$ cat config.mk
export PLATFORM = sky130hd
export DESIGN_NAME = rotmask_unit
export DESIGN_NICKNAME = d
export VERILOG_FILES = /design/src/rtl/rmu_pkg.sv /design/src/rtl/rmu_mask.sv /design/src/rtl/rmu_rotate.sv /design/src/rtl/rmu_shift.sv /design/src/rtl/rmu_lzc.sv /design/src/rtl/rotmask_unit.sv
export SDC_FILE = /design/constraint.sdc
export NUM_CORES = 1
export LEC_CHECK = 0
export ABC_CLOCK_PERIOD_IN_PS = 4400
export BUFFER_PORTS_ARGS = -buffer_cell sky130_fd_sc_hd__buf_2
export CORE_MARGIN = 4
export CORE_UTILIZATION = 45
export DETAILED_ROUTE_END_ITERATION = 7
export PLACE_DENSITY = 0.67
export SKIP_LAST_GASP = 1
export SYNTH_ARGS = -nofsm -noshare
export SYNTH_HDL_FRONTEND = slang
export SYNTH_SLANG_ARGS = --single-unit
export TNS_END_PERCENT = 5
$ cat constraint.sdc
create_clock -name clk -period 4.4 [get_ports clk]
set_clock_uncertainty 0.15 [all_clocks]
set_input_delay 0.66 -clock clk [delete_from_list [all_inputs] [get_ports clk]]
set_output_delay 0.66 -clock clk [all_outputs]
set_load 0.05 [all_outputs]
$ cat src/rtl/rmu_pkg.sv
// Package: shared widths and operation codes for the rotate-mask unit.
// Assumes a power-of-two word width.
package rmu_pkg;
    localparam int WORD_W = 32;
    localparam int IDX_W  = $clog2(WORD_W);
    localparam int AMT_W  = IDX_W + 1;

    typedef enum logic [2:0] {
        OP_ROT_AND_IMM = 3'd0,
        OP_ROT_INSERT  = 3'd1,
        OP_ROT_AND_REG = 3'd2,
        OP_SHL         = 3'd3,
        OP_SHR_LOG     = 3'd4,
        OP_SHR_ALG     = 3'd5,
        OP_SHR_ALG_IMM = 3'd6,
        OP_LZ_COUNT    = 3'd7
    } rmu_op_e;
endpackage

$ cat src/rtl/rmu_mask.sv
// Module: builds a W-bit mask from start/end indices numbered from the MSB.
// Assumes both indices are in range 0..W-1; wraps when start > end.
module rmu_mask #(
    parameter int W  = 32,
    parameter int IW = $clog2(W)
) (
    input  logic [IW-1:0] idx_start,
    input  logic [IW-1:0] idx_end,
    output logic [W-1:0]  mask
);
    logic wrap;

    // Purpose: detect the wrapping form of the mask.
    always_comb wrap = idx_start > idx_end;

    for (genvar i = 0; i < W; i++) begin : g_bit
        localparam logic [IW-1:0] POS = IW'(i);
        logic ge_start, le_end;
        // Purpose: decide whether MSB-first index i lies inside the mask.
        always_comb begin
            ge_start = POS >= idx_start;
            le_end   = POS <= idx_end;
            mask[W-1-i] = wrap ? (ge_start | le_end) : (ge_start & le_end);
        end
    end
endmodule

$ cat src/rtl/rmu_rotate.sv
// Module: rotates a W-bit word left by a log2(W)-bit amount.
// Assumes the amount is already reduced to its low bits.
module rmu_rotate #(
    parameter int W  = 32,
    parameter int IW = $clog2(W)
) (
    input  logic [W-1:0]  din,
    input  logic [IW-1:0] sh,
    output logic [W-1:0]  dout
);
    logic [2*W-1:0] doubled;

    // Purpose: shift a doubled copy so the upper half holds the rotation.
    always_comb begin
        doubled = {din, din} << sh;
        dout    = doubled[2*W-1:W];
    end
endmodule

$ cat src/rtl/rmu_shift.sv
// Module: left, logical-right and algebraic-right shifts.
// Assumes amt carries log2(W) shift bits plus one saturate bit on top.
module rmu_shift #(
    parameter int W  = 32,
    parameter int IW = $clog2(W)
) (
    input  logic [W-1:0]  din,
    input  logic [IW:0]   amt,
    output logic [W-1:0]  shl_out,
    output logic [W-1:0]  shr_out,
    output logic [W-1:0]  sra_out,
    output logic [W-1:0]  sra_imm_out
);
    logic          sat;
    logic [IW-1:0] sh;
    logic [W-1:0]  arith;

    // Purpose: form the four shift variants; only register forms saturate.
    always_comb begin
        sat         = amt[IW];
        sh          = amt[IW-1:0];
        arith       = W'($signed(din) >>> sh);
        shl_out     = sat ? '0 : din << sh;
        shr_out     = sat ? '0 : din >> sh;
        sra_out     = sat ? {W{din[W-1]}} : arith;
        sra_imm_out = arith;
    end
endmodule

$ cat src/rtl/rmu_lzc.sv
// Module: counts leading zero bits of a W-bit word; all-zero gives W.
// Assumes nothing about the input.
module rmu_lzc #(
    parameter int W  = 32,
    parameter int IW = $clog2(W)
) (
    input  logic [W-1:0] din,
    output logic [IW:0]  count
);
    // Purpose: scan from the LSB so the last hit is the highest set bit.
    always_comb begin
        count = (IW+1)'(W);
        for (int i = 0; i < W; i++) begin
            if (din[i]) count = (IW+1)'(W - 1 - i);
        end
    end
endmodule

$ cat src/rtl/rotmask_unit.sv
// Module: top of the rotate-mask and shift unit. Selects one operation,
// registers the result and the record-form condition nibble.
// Assumes op, src, dst_old, amt and mask indices are stable around the edge.
module rotmask_unit
    import rmu_pkg::*;
(
    input  logic              clk,
    input  logic              rst_n,
    input  logic [2:0]        op,
    input  logic [WORD_W-1:0] src,
    input  logic [WORD_W-1:0] dst_old,
    input  logic [AMT_W-1:0]  amt,
    input  logic [IDX_W-1:0]  mask_start,
    input  logic [IDX_W-1:0]  mask_end,
    output logic [WORD_W-1:0] result,
    output logic [3:0]        cr0
);
    logic [WORD_W-1:0] mask, rotated;
    logic [WORD_W-1:0] shl_v, shr_v, sra_v, srai_v;
    logic [AMT_W-1:0]  lz;
    logic [WORD_W-1:0] nxt_result;
    logic [3:0]        nxt_cr0;
    rmu_op_e           op_e;

    rmu_mask #(.W(WORD_W)) u_mask (
        .idx_start (mask_start),
        .idx_end   (mask_end),
        .mask      (mask)
    );

    rmu_rotate #(.W(WORD_W)) u_rot (
        .din  (src),
        .sh   (amt[IDX_W-1:0]),
        .dout (rotated)
    );

    rmu_shift #(.W(WORD_W)) u_shift (
        .din         (src),
        .amt         (amt),
        .shl_out     (shl_v),
        .shr_out     (shr_v),
        .sra_out     (sra_v),
        .sra_imm_out (srai_v)
    );

    rmu_lzc #(.W(WORD_W)) u_lzc (
        .din   (src),
        .count (lz)
    );

    // Purpose: choose the result of the selected operation.
    always_comb begin
        op_e = rmu_op_e'(op);
        unique case (op_e)
            OP_ROT_AND_IMM,
            OP_ROT_AND_REG: nxt_result = rotated & mask;
            OP_ROT_INSERT:  nxt_result = (dst_old & ~mask) | (rotated & mask);
            OP_SHL:         nxt_result = shl_v;
            OP_SHR_LOG:     nxt_result = shr_v;
            OP_SHR_ALG:     nxt_result = sra_v;
            OP_SHR_ALG_IMM: nxt_result = srai_v;
            OP_LZ_COUNT:    nxt_result = WORD_W'(lz);
            default:        nxt_result = '0;
        endcase
    end

    // Purpose: signed compare of the next result against zero.
    always_comb begin
        nxt_cr0[3] = nxt_result[WORD_W-1];
        nxt_cr0[1] = nxt_result == '0;
        nxt_cr0[2] = !nxt_cr0[3] && !nxt_cr0[1];
        nxt_cr0[0] = 1'b0;
    end

    // Purpose: output register with synchronous active-low reset.
    always_ff @(posedge clk) begin
        if (!rst_n) begin
            result <= '0;
            cr0    <= '0;
        end else begin
            result <= nxt_result;
            cr0    <= nxt_cr0;
        end
    end

    // ---------------- assertions ----------------
    assert_mask_span_R1: assert property (@(posedge clk) disable iff (!rst_n)
        (mask_start <= mask_end) |->
        ($countones(mask) == int'(mask_end) - int'(mask_start) + 1));

    assert_mask_wrap_R2: assert property (@(posedge clk) disable iff (!rst_n)
        (mask_start > mask_end) |->
        ($countones(mask) == WORD_W - int'(mask_start) + int'(mask_end) + 1));

    assert_insert_keeps_R4: assert property (@(posedge clk) disable iff (!rst_n)
        (op == 3'd1) |=> (((result ^ $past(dst_old)) & ~$past(mask)) == '0));

    assert_shift_sat_zero_R5: assert property (@(posedge clk) disable iff (!rst_n)
        ((op == 3'd3 || op == 3'd4) && amt[IDX_W]) |=> (result == '0));

    assert_sra_sat_sign_R6: assert property (@(posedge clk) disable iff (!rst_n)
        (op == 3'd5 && amt[IDX_W]) |=> (result == {WORD_W{$past(src[WORD_W-1])}}));

    assert_lz_range_R8: assert property (@(posedge clk) disable iff (!rst_n)
        (op == 3'd7) |=> (result <= WORD_W));

    assert_cr_one_hot_R9: assert property (@(posedge clk) disable iff (!rst_n)
        1'b1 |=> ($countones(cr0[3:1]) == 1 && cr0[0] == 1'b0));

    assert_reset_clear_R10: assert property (@(posedge clk)
        !rst_n |=> (result == '0 && cr0 == '0));
endmodule

==> impl_metrics.csv <==
group,metric,value,unit
global_route,grt-ovfl-total,0,
floorplanning,fp.dieW,155,µm
drt,wire_per_inst,31.5,µm
yosys,synth_top_flop_cell,"dfxtp_1",
sta,setup_viol,0,
worst_setup_path,crit_type,"in -> reg",
place,dp.cells,1658,
clock_network,cts.reportedPaths.clkPinSlew,50,ps
yosys,ys_ff_latch,34,
drt,drt-pass1-iter-count,5,
drt,finalWirelength,52500,µm
drt,vias_per_cell,7.49,
cells_and_area,layout-drive-gt1-share,30.7,%
clock_network,cts.htree.levels,2,
yosys,synth_mux_area_share,33.8,%
yosys,synth_seq_area_share,7.01,%
global_route,grt_pass1_vias,11500,
yosys,synth-simple-area-share,23.2,%
yosys,synthAdderAreaFrac,3.12,%
sta,worst_pin_slew,1040,ps
floorplanning,core,0.0211,mm²
worst_setup_path,cp.arrival,4310,ps
place,dp.final_hpwl,41400,µm
flow_run,maxCapViolCount,0,
clock_network,clockBufferDepth,2,
global_route,gr-usage-all-layers,42.3,%
drt,route.detailed.drc,0,
pwr,cellLeakagePower,4.60,nW
yosys,synth_top_family_by_area,"multiplexers",
yosys,synth_area,0.00970,mm²
cells_and_area,multi_input_area,0.00835,mm²
sta,fmax,0.236,GHz
yosys,synthXorXnorAreaFrac,0,%
clock_network,cts_sinks,34,
sta,slew_headroom,30.9,%
yosys,async_reset_ff_share,0,%
worst_setup_path,endpoint_kind,"flop",
cells_and_area,final_cell_count_no_fill,1666,
clock_network,cts_made_buffers,5,
sta,hold_violations,0,
place,io_buffers,119,
sta,rsz0062_at_grt,"no",
sta,setup_tns,0,ps
sta,final_max_slew_viol_count,0,
drt,ant_nets,0,
floorplanning,die_area,0.0240,mm²
yosys,synth_cell_types,80,
worst_setup_path,cp.required,4470,ps
place,routabilityCongestion,1.07,
cells_and_area,fillers,2097,
yosys,yosys_warnings,0,
hold_path,hold_path_class,"in -> reg",
cells_and_area,final_common_cell,"buf_4",
yosys,synth_compound_area_share,25.7,%
cells_and_area,seq_area,681,µm²
sta,finalWorstSetupSlack,157,ps
run_status,status,"completed",
sta,period_share,96.4,%
pwr,vdd_drop_max,0.000120,V
floorplanning,die_height,155,µm
yosys,synth_edf_count,0,
clock_network,postCtsHoldBufs,0,
cells_and_area,post-route-util,54.1,%
yosys,syn-num-nets,1346,
pwr,finalPower,2.31,mW
drt,vias,12500,
global_route,grt_pass1_wl,77300,µm
pwr,p_per_area,202,mW/mm²
global_route,grt_max_degree,44,
floorplanning,fp-row-count,53,
drt,drtIter0Drc,1905,
cells_and_area,diodes,0,
yosys,avgSynthCellArea,7.73,µm²
floorplanning,start_util,46.0,%
cells_and_area,area_growth,17.7,%
cells_and_area,layout_common_cells,"buf_4 (143), buf_2 (116), mux2i_1 (115)",
floorplanning,io_pins,121,
cells_and_area,nNetsFinal,1480,
worst_setup_path,startpoint_type,"input pin",
clock_network,cts_tree,"built",
place,pre_cts_ws,-12.2,ps
clock_network,root_buffer,"clkbuf_16",
sta,finalCriticalPeriod,4240,ps
global_route,antenna_found_initial,1,
worst_setup_path,cp_max_fo,29,
yosys,synthCells,1256,
==> flip-flops by register name (all words and copies together), names as in the netlist <==
name / count
cr0: 2
result: 32
==> path summary, 6_finish.rpt <==
path | startpoint | to | slack [ps] | depth (start not counted)
worst max-delay path | amt[1] | cr0[1] | 160 | 12
worst min-delay path | dst_old[11] | result[11] | 580 | 3
==> layout make-up <==
| cell class | instances | area share [%] |
|---|---|---|
| Clock buffer | 6 | 1.22 |
| Clock inverter | 2 | 0.110 |
| Inverter | 18 | 0.592 |
| Multi-Input combinational cell | 1063 | 73.1 |
| Sequential cell | 34 | 5.96 |
| Tap cell | 275 | 3.01 |
| Timing Repair Buffer | 268 | 16.0 |
==> cells in the mapped netlist, types with 5 or more instances <==
library cell / number / area (µm²)
nand3_1: 33 / 165
mux2_2: 41 / 462
mux2i_1: 115 / 1150
nor2_1: 100 / 375
or2_2: 18 / 113
a2111oi_0: 6 / 52.6
clkbuf_1: 90 / 338
o31ai_1: 11 / 82.6
o21bai_1: 7 / 52.6
nand2b_1: 21 / 131
buf_2: 29 / 145
buf_1: 11 / 41.3
a21oi_1: 50 / 250
nand4_1: 12 / 75.1
inv_1: 16 / 60.1
a31o_2: 6 / 52.6
or3_1: 8 / 50.1
a221o_1: 5 / 50.1
dfxtp_1: 34 / 681
o22ai_1: 35 / 219
and3_1: 10 / 62.6
a211oi_1: 20 / 150
maj3_1: 24 / 240
buf_4: 8 / 60.1
a211o_1: 9 / 78.8
a221oi_1: 7 / 61.3
ha_1: 5 / 62.6
nor2b_1: 19 / 119
nand2_1: 104 / 390
a311oi_1: 5 / 43.8
o211ai_1: 24 / 180
a22oi_1: 21 / 158
nor3_1: 40 / 200
mux4_2: 74 / 1670
o21ai_0: 64 / 320
nor4_1: 23 / 144
o21a_1: 5 / 37.5
and2_1: 27 / 169
a31oi_1: 18 / 113
nor3b_1: 5 / 37.5
o221ai_1: 9 / 78.8
==> metal layers <==
layer	GRT usage, %	vias up	routed length (µm)
met5	0	-	11
met4	17.3	2	3310
met3	8.90	243	7240
met2	64.7	1144	22000
met1	58.0	5887	20000
li1	-	5195	-
==> power breakdown <==
part / total (mW) / switching (mW) / internal [mW]
clock: 0.346 / 0.123 / 0.223
sequential: 0.343 / 0.00662 / 0.337
combinational: 1.62 / 1.02 / 0.601
total: 2.31 / 1.15 / 1.16
==> logic make-up (layout without fill, tap and decap cells) <==
kind of cell    after synthesis  after routing
other cells                   1              1
compound gates              358            358
fa+ha+maj                    29             29
mux                         230            230
simple gates                445            445
buf+inv                     159            294
flops                        34             34
==> stage by stage <==
step	instance area, µm²	hold WS [ps]
6_report	11400	584
5_1_grt	11400	598
4_1_cts	11400	554
3_5_place_dp	11300	842
3_3_place_gp	11300	848
2_1_floorplan	9700	626
==> worst max-delay path, cell delays in order <==
cell	delay, ps
buf_6	280
buf_12	260
mux2i_1	440
mux4_2	340
buf_4	130
mux2_2	160
nor2_1	60
nor4_1	490
nand4_1	290
or4_1	600
nor4_1	340
and4_1	230
==> repair_timing <==
| item | 4_1_cts | 5_1_grt |
|---|---|---|
| gates resized for setup | 0 | 1 |
| setup buffers | 0 | 0 |
| setup endpoints to repair | 0 | 2 |
(Power assumes the default switching activity.)
